File: src/rtl/alu20_pkg.sv
package alu20_pkg;
    localparam int unsigned DATA_W = 20;
    localparam int unsigned BYTE_W = 10;

    typedef enum logic [1:0] {
        SRC_ADDER,
        SRC_LOGIC
    } src_e;

    typedef enum logic [3:0] {
        LG_XOR,
        LG_BIC,
        LG_IMP,
        LG_EQV,
        LG_AND,
        LG_OR,
        LG_OPND,
        LG_ACC,
        LG_NACC
    } logic_e;

    typedef enum logic [1:0] {
        CIN_ZERO,
        CIN_ONE,
        CIN_FLAG
    } cin_e;

    typedef struct packed {
        src_e   src;
        logic_e lsel;
        logic   inv_b;
        cin_e   cin;
        logic   wr_zs;
        logic   wr_c;
    } ctl_t;

    typedef struct packed {
        logic z;
        logic s;
        logic c;
    } flags_t;
endpackage

File: src/rtl/alu20_decode.sv
module alu20_decode
    import alu20_pkg::*;
(
    input  logic [2:0] op_i,
    input  logic       col_i,
    output ctl_t       ctl_o
);
    ctl_t ctl_d;

    always_comb begin
        ctl_d       = '0;
        ctl_d.src   = SRC_LOGIC;
        ctl_d.lsel  = LG_OPND;
        ctl_d.inv_b = 1'b0;
        ctl_d.cin   = CIN_ZERO;
        ctl_d.wr_zs = 1'b1;
        ctl_d.wr_c  = 1'b0;
        if (!col_i) begin
            unique case (op_i)
                3'd0: begin ctl_d.src = SRC_ADDER; ctl_d.inv_b = 1'b1; ctl_d.cin = CIN_ONE;  ctl_d.wr_c = 1'b1; end
                3'd1: begin ctl_d.src = SRC_ADDER; ctl_d.cin = CIN_ZERO; ctl_d.wr_c = 1'b1; end
                3'd2: begin ctl_d.src = SRC_ADDER; ctl_d.inv_b = 1'b1; ctl_d.cin = CIN_FLAG; ctl_d.wr_c = 1'b1; end
                3'd3: begin ctl_d.src = SRC_ADDER; ctl_d.cin = CIN_FLAG; ctl_d.wr_c = 1'b1; end
                3'd4: begin ctl_d.lsel = LG_OPND; ctl_d.wr_zs = 1'b0; end
                3'd5: begin ctl_d.src = SRC_ADDER; ctl_d.cin = CIN_ZERO; end
                3'd6: ctl_d.lsel = LG_XOR;
                3'd7: ctl_d.lsel = LG_BIC;
                default: ctl_d.wr_zs = 1'b0;
            endcase
        end else begin
            unique case (op_i)
                3'd0: ctl_d.lsel = LG_IMP;
                3'd1: ctl_d.lsel = LG_EQV;
                3'd2: ctl_d.lsel = LG_OPND;
                3'd3: ctl_d.lsel = LG_AND;
                3'd4: begin ctl_d.lsel = LG_OPND; ctl_d.wr_zs = 1'b0; end
                3'd5: ctl_d.lsel = LG_ACC;
                3'd6: ctl_d.lsel = LG_OR;
                3'd7: ctl_d.lsel = LG_NACC;
                default: ctl_d.wr_zs = 1'b0;
            endcase
        end
    end

    assign ctl_o = ctl_d;
endmodule

File: src/rtl/alu20_adder.sv
module alu20_adder #(
    parameter int unsigned DATA_W = 20,
    parameter int unsigned BYTE_W = 10
) (
    input  logic [DATA_W-1:0] a_i,
    input  logic [DATA_W-1:0] b_i,
    input  logic              inv_b_i,
    input  logic              cin_i,
    output logic [DATA_W-1:0] sum_o,
    output logic              cout_o
);
    localparam int unsigned NBYTES = DATA_W / BYTE_W;

    logic [DATA_W-1:0] b_eff;
    logic [NBYTES:0]   chain;

    assign b_eff    = inv_b_i ? ~b_i : b_i;
    assign chain[0] = cin_i;

    for (genvar g = 0; g < NBYTES; g++) begin : g_byte
        logic [BYTE_W:0] part;
        assign part = {1'b0, a_i[g*BYTE_W +: BYTE_W]}
                    + {1'b0, b_eff[g*BYTE_W +: BYTE_W]}
                    + {{BYTE_W{1'b0}}, chain[g]};
        assign sum_o[g*BYTE_W +: BYTE_W] = part[BYTE_W-1:0];
        assign chain[g+1] = part[BYTE_W];
    end

    assign cout_o = chain[NBYTES];
endmodule

File: src/rtl/alu20_logic.sv
module alu20_logic
    import alu20_pkg::*;
#(
    parameter int unsigned DATA_W = 20
) (
    input  logic [DATA_W-1:0] a_i,
    input  logic [DATA_W-1:0] b_i,
    input  logic_e            sel_i,
    output logic [DATA_W-1:0] y_o
);
    always_comb begin
        unique case (sel_i)
            LG_XOR:  y_o = a_i ^ b_i;
            LG_BIC:  y_o = a_i & ~b_i;
            LG_IMP:  y_o = ~a_i | b_i;
            LG_EQV:  y_o = ~(a_i ^ b_i);
            LG_AND:  y_o = a_i & b_i;
            LG_OR:   y_o = a_i | b_i;
            LG_ACC:  y_o = a_i;
            LG_NACC: y_o = ~a_i;
            default: y_o = b_i;
        endcase
    end
endmodule

File: src/rtl/alu20_flags.sv
module alu20_flags
    import alu20_pkg::*;
#(
    parameter int unsigned WIDTH = DATA_W,
    parameter int unsigned BYTE  = BYTE_W
) (
    input  logic             clk,
    input  logic             rst_n,
    input  logic [WIDTH-1:0] acc_i,
    input  logic [WIDTH-1:0] opnd_i,
    input  logic [2:0]       op_i,
    input  logic             col_i,
    input  logic             flag_en_i,
    output logic [WIDTH-1:0] result_o,
    output logic             zero_o,
    output logic             sign_o,
    output logic             carry_o
);
    ctl_t             ctl;
    logic [WIDTH-1:0] sum;
    logic             cout;
    logic [WIDTH-1:0] lres;
    logic             cin;
    flags_t           flags_d, flags_q;

    alu20_decode u_decode (
        .op_i  (op_i),
        .col_i (col_i),
        .ctl_o (ctl)
    );

    always_comb begin
        unique case (ctl.cin)
            CIN_ONE:  cin = 1'b1;
            CIN_FLAG: cin = flags_q.c;
            default:  cin = 1'b0;
        endcase
    end

    alu20_adder #(.DATA_W(WIDTH), .BYTE_W(BYTE)) u_adder (
        .a_i     (acc_i),
        .b_i     (opnd_i),
        .inv_b_i (ctl.inv_b),
        .cin_i   (cin),
        .sum_o   (sum),
        .cout_o  (cout)
    );

    alu20_logic #(.DATA_W(WIDTH)) u_logic (
        .a_i   (acc_i),
        .b_i   (opnd_i),
        .sel_i (ctl.lsel),
        .y_o   (lres)
    );

    assign result_o = (ctl.src == SRC_ADDER) ? sum : lres;

    always_comb begin
        flags_d = flags_q;
        if (flag_en_i) begin
            if (ctl.wr_zs) begin
                flags_d.z = (result_o == '0);
                flags_d.s = result_o[WIDTH-1];
            end
            if (ctl.wr_c) begin
                flags_d.c = cout;
            end
        end
    end

    always_ff @(posedge clk or negedge rst_n) begin
        if (!rst_n) flags_q <= '0;
        else        flags_q <= flags_d;
    end

    assign zero_o  = flags_q.z;
    assign sign_o  = flags_q.s;
    assign carry_o = flags_q.c;

    a_r10_hold: assert property (@(posedge clk) disable iff (!rst_n)
        !flag_en_i |=> $stable({zero_o, sign_o, carry_o}));

    a_r9_reserved_flags: assert property (@(posedge clk) disable iff (!rst_n)
        (flag_en_i && op_i == 3'd4) |=> $stable({zero_o, sign_o, carry_o}));

    a_r9_reserved_pass: assert property (@(posedge clk) disable iff (!rst_n)
        (op_i == 3'd4) |-> (result_o == opnd_i));

    a_r8_carry_keep: assert property (@(posedge clk) disable iff (!rst_n)
        (flag_en_i && (col_i || op_i[2])) |=> $stable(carry_o));

    a_r7_zero: assert property (@(posedge clk) disable iff (!rst_n)
        (flag_en_i && op_i != 3'd4) |=> (zero_o == $past(result_o == '0)));

    a_r7_sign: assert property (@(posedge clk) disable iff (!rst_n)
        (flag_en_i && op_i != 3'd4) |=> (sign_o == $past(result_o[WIDTH-1])));
endmodule

File: config.mk
export PLATFORM = sky130hd
export DESIGN_NAME = alu20_flags
export DESIGN_NICKNAME = d
export VERILOG_FILES = /design/src/rtl/alu20_pkg.sv /design/src/rtl/alu20_decode.sv /design/src/rtl/alu20_adder.sv /design/src/rtl/alu20_logic.sv /design/src/rtl/alu20_flags.sv
export SDC_FILE = /design/constraint.sdc
export NUM_CORES = 1
export LEC_CHECK = 0
export BUFFER_PORTS_ARGS = -buffer_cell sky130_fd_sc_hd__buf_2
export CAP_MARGIN = 25
export CORE_MARGIN = 4
export CORE_UTILIZATION = 45
export DETAILED_ROUTE_END_ITERATION = 12
export GPL_TIMING_DRIVEN = 1
export PLACE_DENSITY_LB_ADDON = 0.12
export SKIP_CTS_REPAIR_TIMING = 1
export SYNTH_ARGS = -nofsm -noshare
export SYNTH_HDL_FRONTEND = slang
export SYNTH_SLANG_ARGS = --single-unit
File: constraint.sdc
create_clock -name clk -period 9.4 [get_ports clk]
set_input_delay 1.88 -clock clk [delete_from_list [all_inputs] [get_ports clk]]
set_output_delay 1.88 -clock clk [all_outputs]
set_load 0.1 [all_outputs]
# Word level (Yosys, flattened, before mapping)
# Index checks and enable logic that the tools add are counted.
# totals
in_bits	47
out_inout_bits	23
word_cells	57
ff_bits	3
# classes
bitwise_logic	9
eq_ne	16
n_addsub	4
muxes	14
reduce_logical	11
# op_table
operator	count
$pmux 20 s8	1
$not 20->20	3
$and 20x20->20	2
$mux 20	2
$or 20x20->20	2
$pmux 4 s7	1
$add 10x10->11	2
$add 11x1->11	2
$logic_not 20->1	1
$xor 20x20->20	1
$eq 3x3->1 const B	4
$eq 4x3->1 const B	3
$eq 4x2->1 const B	2
$eq 3x2->1 const B	2
$pmux 3 s2	1
$reduce_or 2->1	3
$mux 1	5
$reduce_or 5->1	1
$eq 4x1->1 const B	1
$eq 4x4->1 const B	1
$logic_not 4->1	1
$mux 4	1
$pmux 2 s2	1
$reduce_and 2->1	2
other kinds (9)	9

# Longest topological paths before layout
# logic_depth
word_depth	10
ltp_mapped	28
mapped_depth_nobuf	24

# Cells and area by module
# A second synthesis with hierarchy kept.
# unflattened
hier_cells	396
area_unflattened_um2	3188.1
# modules_own_cells
module	cells_per_inst	area_per_inst_um2	seq_area_each_um2	n_inst
alu20_logic	192	1503.9	0.0	1
alu20_adder	127	1003.5	0.0	1
alu20_flags	54	511.7	75.1	1
alu20_decode	23	168.9	0.0	1

# Least setup slack after synthesis
# Ideal clock, no wire load.
# synth_timing
path_kind	input port to output port
startpoint	input op_i[2]
endpoint	output result_o[14]
n_path_buf	4
path_stages	22
t_required_ns	7.520
arrival_ns	10.194
slack_ns	-2.674
path_cell_list	clkbuf_1 buf_1 clkbuf_1 nor3_1 clkbuf_1 nand2_1 ha_1 a21oi_1 or2_2 fa_1 fa_1 nor2b_1 o31a_1 or4_1 a31oi_1 o21bai_1 a21o_1 fa_1 fa_1 a211oi_1 nor2_1 o311ai_0
# synth_via
elab_chain_cells	9
elab_cells_between_ends	39
classes_between	add/sub (4); eq/ne (16); mux (12); reduce/logical (7)
# synth_rtl
item	line	text
start: declaration	alu20_flags.sv:11	input logic [2:0] op_i,
$eq 3x2->1 or $logic_not 3->1 (tied branches)	alu20_decode.sv:19, alu20_decode.sv:31	
$reduce_or 2->1 (no line)	n/a	
$mux 1 or $pmux 2 s2 (tied branches)	alu20_decode.sv:19	unique case (op_i)
$mux 3	alu20_decode.sv:18	if (!col_i) begin
$mux 20 (tied with other cells)	alu20_adder.sv:17	assign b_eff = inv_b_i ? ~b_i : b_i;
$add 10x10->11 or $pmux 1 s2 (tied branches)	alu20_adder.sv:23, alu20_flags.sv:33	
$add 11x1->11 (2 in a row)	alu20_adder.sv:24	+ {{BYTE_W{1'b0}}, chain[g]};
$mux 20 *	alu20_flags.sv:56	assign result_o = (ctl.src == SRC_ADDER) ? sum : lres;
end: declaration	alu20_flags.sv:14	output logic [WIDTH-1:0] result_o,
# Every way passes the cells marked *; elsewhere a longest branch is shown, timed or not.

# Final worst setup path
# layout_timing
startpoint	input col_i
endpoint	output result_o[18]
# layout_via
elab_chain_cells	6
elab_cells_between_ends	22
classes_between	add/sub (4); eq/ne (9); mux (7); reduce/logical (2)
# layout_rtl
item	line	text
start: declaration	alu20_flags.sv:12	input logic col_i,
$mux 3	alu20_decode.sv:18	
$mux 20 (tied with other cells)	alu20_adder.sv:17	
$add 10x10->11 or $pmux 1 s2 (tied branches)	alu20_adder.sv:23, alu20_flags.sv:33	
$add 11x1->11 (2 in a row)	alu20_adder.sv:24	
$mux 20 *	alu20_flags.sv:56	
# Marks and branches as above.

==> flow_summary.ini <==
[run_status]
status = complete, no violations

[clock_tree]
htreeDepth = 1
root_buffer = clkbuf_8
cts.path.max_buffers = 2
insertion_delay_ps = 220
cts-buffers-inserted = 3
cts_tree = built
clk_pin_slew_ps = 30
clkSinkCount = 3

[placed_design]
gp_congestion = 0.885
dp.cells = 571
port_buffers = 69
dp_hpwl_mm = 7.20

[worst_hold_path]
hp-class = register to register

[global_route]
overflow = 0
grt_pass1_wl_mm = 15.9
grt_use_met3 = 0.0326
antenna_found_initial = 0
grt.busiest_layer = met2
grt_max_degree = 56
use_met2 = 0.430
grt.total_usage = 0.251
grtUsageMet1 = 0.319
grt_pass1_vias = 3353

[power]
power_leakage_nw = 1.56
finalPower_mw = 0.427
pwr_density_cell_nw_per_um2 = 121
peakVddDrop_uv = 152

[detailed_routing]
wl_per_cell_um = 17.4
postRouteAntennaNets = 0
routed_wl_mm = 10.0
vias = 3681
viasPerCell = 6.40
first_pass_iters = 5
drc = 0
drt_iter0_drc = 163

[cells_and_area]
layout_common_cells = buf_2 (62), o21ai_0 (46), a21oi_1 (42), nor2_1 (32), nor3_1 (30)
instances_no_fill = 575
area.growth.synth_to_final_pct = 20.6
nFillCells = 666
antenna_cells = 0
fin_util = 0.557
final_layout_size_suffix_gt1_frac = 0.213
num-nets-final = 570
mostFrequentLayoutCell = buf_2

[synth]
yosysWarnings = 0
synthArstFlopShare = 1.00
netlist_area_um2 = 2930
synth_top_cell_by_area = ha_1
netlist_top_cells_area = ha_1 (8.5%), xor2_1 (8.1%), o21ai_0 (8.0%)
synth_ff_type = dfrtp_1
synth-edff-count = 0
netlist_instances = 444
synth_top_area_frac = 0.0853
ys_types = 68
ys_seq_elements = 3
ys_seq_area_frac = 0.0256
synth_nets = 515
avgSynthCellArea_um2 = 6.61

[setup_path]
crit_chain = buf_2 -> nand2b_1 -> or2_2 -> ha_1 -> a21oi_1 -> or2_2 -> fa_1 -> fa_1 -> nor2b_1 -> o31a_1 -> or4_1 -> a31oi_2 -> o21bai_1 -> a21o_1 -> fa_1 -> fa_2 -> a211oi_2 -> nor2_1 -> or4_1 -> a31oi_2 -> xnor2_1 -> a21oi_4 -> buf_12
crit_buf_inv = 2
crit_path_start_kind = primary input
path_class = primary input to output pin
cpMostUsedCell = fa_1
max_stage_delay_ps = 480
cp_slowest_cell = fa_1
crit_arrival_ps = 7120
worstPathMaxFanout = 3
cp-end-kind = output pin
cp_top_family = simple AND/OR/NAND/NOR gates
crit_required_ps = 7520

[die]
core_um2 = 6350
dieArea_um2 = 7880
rows = 29
chipHeight_um = 88.7
ios = 70
dieWidth_um = 88.7
initial_core_util = 0.462

[sta]
relSlewSlack = 0.474
rsz0062_at_grt = false
fin_crit_sh = 0.957
finClkSkew_ps = 3.31
hold_viol = 0
timing.hold.ws_ps = 500
drv_slew = 0
setup_viol = 0
clock.fmax_mhz = 111
period_needed_ps = 9000
worstMarginPinSlew_ps = 789

[run]
maxCapViolations = 0
[where the power goes]
part           switching, mW  internal (mW)
combinational          0.258          0.115
clock                0.00937         0.0290
sequential           0.00149         0.0150
total                  0.268          0.159
[final timing paths]
check                        start           end  slack (ps)  depth (start not counted)
setup / recovery             col_i  result_o[18]         400                         23
hold / removal              zero_o        zero_o         500                          1
setup reg to reg           carry_o        zero_o        4120                         20
hold reg to reg             zero_o        zero_o         500                          1
max in group asynchronous    rst_n       carry_o        7840                          1
min in group asynchronous    rst_n        sign_o        1450                          1
[worst reg2reg max path, delay by kind of cell, from the launching register on]
family	cells	cell delay, ps
AND/OR/NAND/NOR	5	1430
adder cells (fa/ha/maj)	4	1370
XOR/XNOR	1	200
AO/OA/AOI/OAI	10	1810
flip-flops	1	400
[sequential cells by signal, summed over array words and instances, names as in the netlist]
name	count
sign_o	1
zero_o	1
carry_o	1
[per-layer routing]
layer	routed length, µm	part of all wire
met5	0	0
met4	305	0.030
met3	830	0.083
met2	4710	0.47
met1	4180	0.42
[Yosys cell counts (all sizes together) (3+ instances only)]
master / n
dfrtp: 3
mux2i: 3
o21ai: 47
a22o: 5
o221ai: 4
a21o: 9
or3: 6
o21a: 4
o31a: 3
nor2: 32
nand2b: 6
clkbuf: 18
nor3: 32
or4: 3
a211oi: 7
nand3: 10
and3b: 3
nor4: 4
a31oi: 5
inv: 26
nor2b: 8
xor2: 27
o31ai: 6
o311ai: 5
a221o: 4
fa: 4
o21bai: 3
ha: 20
o2bb2ai: 4
or2: 4
a21oi: 43
and3: 7
xnor2: 13
buf: 11
nand2: 21
[metrics by stage]
stage | setup slack (ps) | setup TNS, ps | instance area (µm²)
floorplan | -69.5 | -69.5 | 3000
global placement | 360 | 0 | 3470
detailed placement | 198 | 0 | 3470
CTS | 172 | 0 | 3520
global route | 56.4 | 0 | 3540
finish | 404 | 0 | 3540
[kinds of logic (layout without fill, tap and decap cells)]
family / after synthesis / count (layout) / synth area share
adder cells (fa/ha/maj): 24 / 24 / 0.113
buffers and inverters: 56 / 110 / 0.0806
flip-flops: 3 / 3 / 0.0256
AND/OR/NAND/NOR: 145 / 145 / 0.261
AO/OA/AOI/OAI: 172 / 172 / 0.387
multiplexers: 4 / 4 / 0.0141
XOR/XNOR: 40 / 40 / 0.119
[cell type report]
class,instances,area (µm²),area share
clock buffer,4,45.0,0.0127
inverter,27,101,0.0286
multi-input combinational,385,2700,0.762
sequential,3,75.1,0.0212
tap,77,96.3,0.0272
timing repair buffer,79,526,0.149
Power figures use the tool's default switching activity.
